--- src/rtl/csi_seq_pkg.sv ---
package csi_seq_pkg;
    localparam int NUM_GATES  = 7;
    localparam int CODE_W     = 4;
    localparam int LAST_VALID = 9;

    typedef logic [NUM_GATES-1:0] gate_vec_t;
    typedef logic [CODE_W-1:0]    code_t;

    localparam code_t     CODE_FREEWHEEL = code_t'(9);
    localparam gate_vec_t SAFE_PATTERN   = 7'b0010010;

    function automatic logic code_ok(input code_t c);
        return int'(c) <= LAST_VALID;
    endfunction
endpackage

--- src/rtl/csi_state_decode.sv ---
module csi_state_decode
    import csi_seq_pkg::*;
(
    input  code_t     code_i,
    output gate_vec_t pattern_o
);
    always_comb begin
        unique case (code_i)
            4'd0:    pattern_o = 7'b0000110;
            4'd1:    pattern_o = 7'b0001100;
            4'd2:    pattern_o = 7'b0011000;
            4'd3:    pattern_o = 7'b0110000;
            4'd4:    pattern_o = 7'b1100000;
            4'd5:    pattern_o = 7'b1000010;
            4'd6:    pattern_o = 7'b0010010;
            4'd7:    pattern_o = 7'b1001000;
            4'd8:    pattern_o = 7'b0100100;
            4'd9:    pattern_o = 7'b0000001;
            default: pattern_o = SAFE_PATTERN;
        endcase
    end
endmodule

--- src/rtl/csi_overlap_timer.sv ---
module csi_overlap_timer #(
    parameter int LEN_W = 8
) (
    input  logic             clk,
    input  logic             rst_n,
    input  logic             start_i,
    input  logic [LEN_W-1:0] len_i,
    output logic             run_o,
    output logic             last_o
);
    typedef struct packed {
        logic             run;
        logic [LEN_W-1:0] cnt;
    } tmr_t;

    tmr_t t_d, t_q;

    always_comb begin
        t_d = t_q;
        if (start_i) begin
            t_d.run = 1'b1;
            t_d.cnt = (len_i == '0) ? LEN_W'(1) : len_i;
        end else if (t_q.run) begin
            if (t_q.cnt == LEN_W'(1)) t_d.run = 1'b0;
            else                      t_d.cnt = t_q.cnt - LEN_W'(1);
        end
    end

    always_ff @(posedge clk or negedge rst_n) begin
        if (!rst_n) t_q <= '0;
        else        t_q <= t_d;
    end

    assign run_o  = t_q.run;
    assign last_o = t_q.run && (t_q.cnt == LEN_W'(1));

    assert_cnt_floor_R7: assert property (@(posedge clk) disable iff (!rst_n)
        t_q.run |-> (t_q.cnt != '0));

    assert_run_ends_R11: assert property (@(posedge clk) disable iff (!rst_n)
        (last_o && !start_i) |=> !t_q.run);
endmodule

--- src/rtl/csi_gate_sequencer.sv ---
module csi_gate_sequencer
    import csi_seq_pkg::*;
#(
    parameter int OVL_W = 8
) (
    input  logic             clk,
    input  logic             rst_n,
    input  logic             req_tick,
    input  logic [3:0]       req_code,
    input  logic [OVL_W-1:0] ovl_len,
    output logic [6:0]       gate_o,
    output logic             busy_o,
    output logic             fault_o
);
    typedef struct packed {
        code_t     req;
        gate_vec_t cur;
        gate_vec_t tgt;
        gate_vec_t gate;
        logic      err;
    } seq_t;

    seq_t      s_d, s_q;
    gate_vec_t want_pat;
    logic      tmr_start, tmr_run, tmr_last;

    csi_state_decode u_decode (
        .code_i    (s_q.req),
        .pattern_o (want_pat)
    );

    csi_overlap_timer #(.LEN_W(OVL_W)) u_timer (
        .clk     (clk),
        .rst_n   (rst_n),
        .start_i (tmr_start),
        .len_i   (ovl_len),
        .run_o   (tmr_run),
        .last_o  (tmr_last)
    );

    always_comb begin
        s_d       = s_q;
        tmr_start = 1'b0;
        if (!tmr_run) begin
            if (want_pat != s_q.cur) begin
                s_d.tgt   = want_pat;
                s_d.gate  = s_q.cur | want_pat;
                tmr_start = 1'b1;
            end
        end else if (tmr_last) begin
            s_d.gate = s_q.tgt;
            s_d.cur  = s_q.tgt;
        end
        if (req_tick) begin
            s_d.req = req_code;
            if (!code_ok(req_code)) s_d.err = 1'b1;
        end
    end

    always_ff @(posedge clk or negedge rst_n) begin
        if (!rst_n) begin
            s_q.req  <= code_t'(6);
            s_q.cur  <= SAFE_PATTERN;
            s_q.tgt  <= SAFE_PATTERN;
            s_q.gate <= SAFE_PATTERN;
            s_q.err  <= 1'b0;
        end else begin
            s_q <= s_d;
        end
    end

    assign gate_o  = s_q.gate;
    assign busy_o  = tmr_run;
    assign fault_o = s_q.err;

    assert_never_open_R6: assert property (@(posedge clk) disable iff (!rst_n)
        gate_o != '0);

    assert_no_swap_R6: assert property (@(posedge clk) disable iff (!rst_n)
        !((|(gate_o & ~$past(gate_o))) && (|(~gate_o & $past(gate_o)))));

    assert_settled_shape_R2: assert property (@(posedge clk) disable iff (!rst_n)
        !busy_o |-> ((($countones(gate_o) == 2) && !gate_o[0]) || (gate_o == 7'b0000001)));

    assert_hold_in_overlap_R11: assert property (@(posedge clk) disable iff (!rst_n)
        (busy_o && $past(busy_o)) |-> $stable(gate_o));

    assert_fault_sticky_R10: assert property (@(posedge clk) disable iff (!rst_n)
        fault_o |=> fault_o);
endmodule

--- config.mk ---
export PLATFORM = sky130hd
export DESIGN_NAME = csi_gate_sequencer
export DESIGN_NICKNAME = d
export VERILOG_FILES = /design/src/rtl/csi_seq_pkg.sv /design/src/rtl/csi_state_decode.sv /design/src/rtl/csi_overlap_timer.sv /design/src/rtl/csi_gate_sequencer.sv
export SDC_FILE = /design/constraint.sdc
export NUM_CORES = 1
export LEC_CHECK = 0
export ABC_AREA = 1
export BUFFER_PORTS_ARGS = -buffer_cell sky130_fd_sc_hd__buf_2
export CORE_MARGIN = 2
export CORE_UTILIZATION = 62
export CTS_CLUSTER_DIAMETER = 80
export DETAILED_ROUTE_END_ITERATION = 8
export PLACE_DENSITY = 0.83
export SLEW_MARGIN = 10
export SYNTH_ARGS = -nofsm -noshare
export SYNTH_HDL_FRONTEND = slang
export SYNTH_SLANG_ARGS = --single-unit
--- constraint.sdc ---
create_clock -name clk -period 3.55 [get_ports clk]
set_input_delay 0.355 -clock clk [delete_from_list [all_inputs] [get_ports clk]]
set_output_delay 0.355 -clock clk [all_outputs]
set_load 0.01 [all_outputs]
==> impl_metrics.prom <==
# TYPE chip_impl_metric gauge
chip_impl_metric{name="globalRoute.totalOverflow",unit=""} 0
chip_impl_metric{name="num_antenna_cells",unit=""} 0
chip_impl_metric{name="drtPass1Iterations",unit=""} 4
chip_impl_metric{name="async_flop_share",unit="%"} 100
chip_impl_metric{name="crit_required",unit="ns"} 3.77
chip_impl_metric{name="cts_buffers",unit=""} 5
chip_impl_info{name="synth_area_leader_cell",value="sky130_fd_sc_hd__dfrtp_1"} 1
chip_impl_metric{name="floorplan.rows",unit=""} 21
chip_impl_metric{name="synth_edf_count",unit=""} 0
chip_impl_metric{name="synth.lib_cells_used.distinct",unit=""} 25
chip_impl_metric{name="drv_slew",unit=""} 0
chip_impl_info{name="unrepaired_setup_endpoints_after_global_routing",value="no"} 1
chip_impl_metric{name="route.detailed.wl_per_inst",unit="microns"} 11.0
chip_impl_metric{name="worst_r2r_path_depth",unit=""} 15
chip_impl_metric{name="vdd.ir_drop.worst",unit="V"} 0.000458
chip_impl_metric{name="place.port_buffers",unit=""} 23
chip_impl_metric{name="worst_pin_slew",unit="ns"} 0.726
chip_impl_metric{name="fp.dieH",unit="microns"} 62.5
chip_impl_info{name="ys_top_cells_by_area",value="sky130_fd_sc_hd__dfrtp_1 32%, sky130_fd_sc_hd__nand2_1 16%, sky130_fd_sc_hd__dfstp_2 9.9%"} 1
chip_impl_metric{name="setup_buffers_after_cts",unit=""} 0
chip_impl_metric{name="initial_core_util",unit="%"} 64.0
chip_impl_metric{name="dr_total_vias",unit=""} 1653
chip_impl_metric{name="final-hold-violation-count",unit=""} 0
chip_impl_info{name="setup_crit_end",value="u_timer.t_q[0]$_DFFE_PN0P_"} 1
chip_impl_metric{name="route.detailed.vias_per_inst",unit=""} 4.95
chip_impl_metric{name="final_setup_violation_count",unit=""} 0
chip_impl_metric{name="synth_fp_nets",unit=""} 301
chip_impl_metric{name="antenna_found_initial",unit=""} 0
chip_impl_info{name="synthMostInstantiatedCell",value="sky130_fd_sc_hd__nand2_1"} 1
chip_impl_info{name="yosys_most_used_dff",value="sky130_fd_sc_hd__dfrtp_1"} 1
chip_impl_metric{name="design.die.area",unit="sq mm"} 0.00390
chip_impl_metric{name="io_pins",unit=""} 24
chip_impl_metric{name="setup_slack",unit="ns"} 0.394
chip_impl_metric{name="setup_tns",unit="ns"} 0
chip_impl_metric{name="dp_hpwl",unit="mm"} 2.76
chip_impl_metric{name="synth.cell_area",unit="sq mm"} 0.00212
chip_impl_metric{name="post_route_cells_drive_above_1_share",unit="%"} 21.2
chip_impl_metric{name="count_of_h_tree_levels_built_during_cts",unit=""} 2
chip_impl_info{name="critical_path_end_type",value="flop"} 1
chip_impl_info{name="reg2reg_from",value="s_q[23]$_DFFE_PN1P_"} 1
chip_impl_metric{name="relSlewSlack",unit="%"} 51.6
chip_impl_metric{name="power_per_cell_area",unit="mW/mm^2"} 691
chip_impl_metric{name="detailedPlace.worstSlack",unit="ns"} 0.404
chip_impl_metric{name="insertion_delay",unit="ns"} 0.34
chip_impl_metric{name="min_period",unit="ns"} 3.16
chip_impl_metric{name="core_footprint",unit="sq mm"} 0.00331
chip_impl_metric{name="area_growth",unit="%"} 5.79
chip_impl_metric{name="post-route-drc-count",unit=""} 0
chip_impl_metric{name="power.leakage",unit="nW"} 1.18
chip_impl_metric{name="via_count_of_the_first_global_routing_pass",unit=""} 1615
chip_impl_metric{name="yosysWarningCount",unit=""} 0
chip_impl_metric{name="finalHoldWorstSlack",unit="ns"} 0.0652
chip_impl_metric{name="clock.fmax",unit="MHz"} 317
chip_impl_info{name="cts_root_buffer",value="sky130_fd_sc_hd__clkbuf_4"} 1
chip_impl_metric{name="clk_path_buf_depth",unit=""} 2
chip_impl_metric{name="crit_fanout",unit=""} 21
chip_impl_metric{name="path_clk_slew",unit="ns"} 0.11
chip_impl_metric{name="final_min_period_over_clock_period",unit="%"} 88.9
chip_impl_info{name="reg_to_reg_endpoint",value="u_timer.t_q[0]$_DFFE_PN0P_"} 1
chip_impl_metric{name="fill_cells",unit=""} 285
chip_impl_info{name="tritoncts",value="done"} 1
chip_impl_metric{name="synth.avg_cell_area",unit="sq um"} 7.79
chip_impl_metric{name="dr.first_iter.drc_count",unit=""} 97
chip_impl_metric{name="routabilityCongestion",unit=""} 0.867
chip_impl_metric{name="r2r_slack",unit="ns"} 0.39
chip_impl_metric{name="syn-instance-count",unit=""} 272
chip_impl_metric{name="seq_area_frac_synth",unit="%"} 41.8
chip_impl_metric{name="cts-hold-fix-buffers",unit=""} 0
chip_impl_metric{name="global_route.usage.total",unit="%"} 21.8
chip_impl_metric{name="max_cap_viol_count",unit=""} 0
chip_impl_info{name="cp-start-kind",value="flop"} 1
chip_impl_metric{name="cp.arrival",unit="ns"} 3.37
chip_impl_metric{name="clkSinkCount",unit=""} 35
chip_impl_metric{name="routed_wl",unit="mm"} 3.66
chip_impl_metric{name="largest_net_degree_at_the_start_of_global_routing",unit=""} 36
chip_impl_metric{name="die_x",unit="microns"} 62.5
chip_impl_metric{name="synth_seq_cells",unit=""} 35
chip_impl_metric{name="post_layout_nets",unit=""} 316
chip_impl_metric{name="wire_length_of_the_first_global_routing_pass",unit="mm"} 6.80
chip_impl_info{name="hold_path.class",value="in -> async"} 1
chip_impl_info{name="class_of_the_most_critical_setup_path",value="reg -> reg"} 1
chip_impl_metric{name="synth.top_cell.area_share",unit="%"} 31.9
chip_impl_metric{name="post_cts_resize_count",unit=""} 0
chip_impl_info{name="synth.cells.most_frequent",value="88 x sky130_fd_sc_hd__nand2_1, 28 x sky130_fd_sc_hd__inv_1, 27 x sky130_fd_sc_hd__dfrtp_1"} 1
chip_impl_info{name="run_status",value="completed"} 1
chip_impl_metric{name="clock-skew-final",unit="ns"} 0.0162
chip_impl_metric{name="final_ant_viol_nets",unit=""} 0
chip_impl_info{name="critical_path.startpoint",value="s_q[23]$_DFFE_PN1P_"} 1
-- how the worst min path moves through the flow --
stage                        startpoint             endpoint  slack, ns  depth (start not counted)
finish                            rst_n  s_q[11]$_DFFE_PN0P_       0.07                          1
CTS                               rst_n  s_q[18]$_DFFE_PN0P_       0.08                          1
floorplan                         rst_n  fault_o$_DFFE_PN0P_       0.06                          0
global placement    fault_o$_DFFE_PN0P_  fault_o$_DFFE_PN0P_       0.46                          1
global route                      rst_n  s_q[11]$_DFFE_PN0P_       0.10                          1
detailed placement                rst_n  s_q[22]$_DFFE_PN0P_       0.46                          1
-- worst max-delay path, cell delays in order, from the launching register on --
cell and delay [ns]:
sky130_fd_sc_hd__dfstp_2 0.57, sky130_fd_sc_hd__inv_1 0.08, sky130_fd_sc_hd__ha_1 0.28, sky130_fd_sc_hd__inv_1 0.05, sky130_fd_sc_hd__o211ai_1 0.16, sky130_fd_sc_hd__o21ai_0 0.15, sky130_fd_sc_hd__ha_1 0.30, sky130_fd_sc_hd__nor2_1 0.04
sky130_fd_sc_hd__nand2_1 0.05, sky130_fd_sc_hd__nor2_1 0.04, sky130_fd_sc_hd__nor2_1 0.46, sky130_fd_sc_hd__inv_2 0.30, sky130_fd_sc_hd__nand2_2 0.29, sky130_fd_sc_hd__inv_1 0.14, sky130_fd_sc_hd__nand2_1 0.08, sky130_fd_sc_hd__nand2_1 0.05
-- cell usage in the layout (no fill, tap or decap), drive strengths merged --
cell	netlist	layout
a21oi	7	7
buf	15	24
clkbuf	1	7
clkinv	0	1
dfrtp	27	27
dfstp	8	8
ha	14	14
inv	30	30
nand2	90	90
nand3	17	17
nand4	2	2
nor2	27	27
o211ai	1	1
o21ai	30	30
o21bai	1	1
o31ai	1	1
or2	1	1
-- routing by layer --
metal | share of wire, % | GRT usage, % | vias up | wire length, microns
met5 | 0 | 0 | - | 0
met4 | 1.3 | 10.8 | 0 | 48
met3 | 3.6 | 3.78 | 5 | 133
met2 | 46 | 37.4 | 35 | 1690
met1 | 49 | 26.5 | 735 | 1790
li1 | - | - | 878 | -
-- per-stage QoR --
| step | instances | cell area, sq um | utilization, % | power (mW) |
|---|---|---|---|---|
| finish | 334 | 2240 | 67.7 | 1.55 |
| global route | 334 | 2240 | 67.7 | 1.72 |
| detailed placement | 326 | 2180 | 65.9 | 1.33 |
| global placement | 326 | 2180 | 65.9 | 1.32 |
| floorplan | 272 | 2120 | - | 1.23 |
| CTS | 334 | 2240 | 67.7 | 1.57 |
-- flip-flops by register name, summed over array words and instances (netlist names) --
signal and cells:
gate_o 7, s_q 18, u_timer.run_o 1, fault_o 1
u_timer.t_q 8
-- area by class of cell --
cell class	count	area, sq um	share of cell area (%)
multi-input combinational	191	1000	44.8
sequential	35	886	39.5
clock inverter	1	5.00	0.223
tap	46	57.6	2.57
inverter	30	113	5.02
clock buffer	7	55.1	2.46
timing repair buffer	24	123	5.47
-- report_power, final --
group          switching (mW)  internal, mW  total (mW)
sequential              0.121         0.569       0.690
clock                   0.124        0.0959       0.220
combinational           0.391         0.249       0.640
total                   0.637         0.914        1.55
-- cell families (layout without fill, tap and decap cells) --
family	count (synthesis)	count (layout)	share of synthesized area (%)
AND/OR/NAND/NOR	137	137	27.5
flip-flops	35	35	41.8
AO/OA/AOI/OAI	40	40	11.6
adder cells (fa/ha/maj)	14	14	8.26
buffers and inverters	46	62	10.9
No activity file was read; power rests on OpenSTA's default activity.
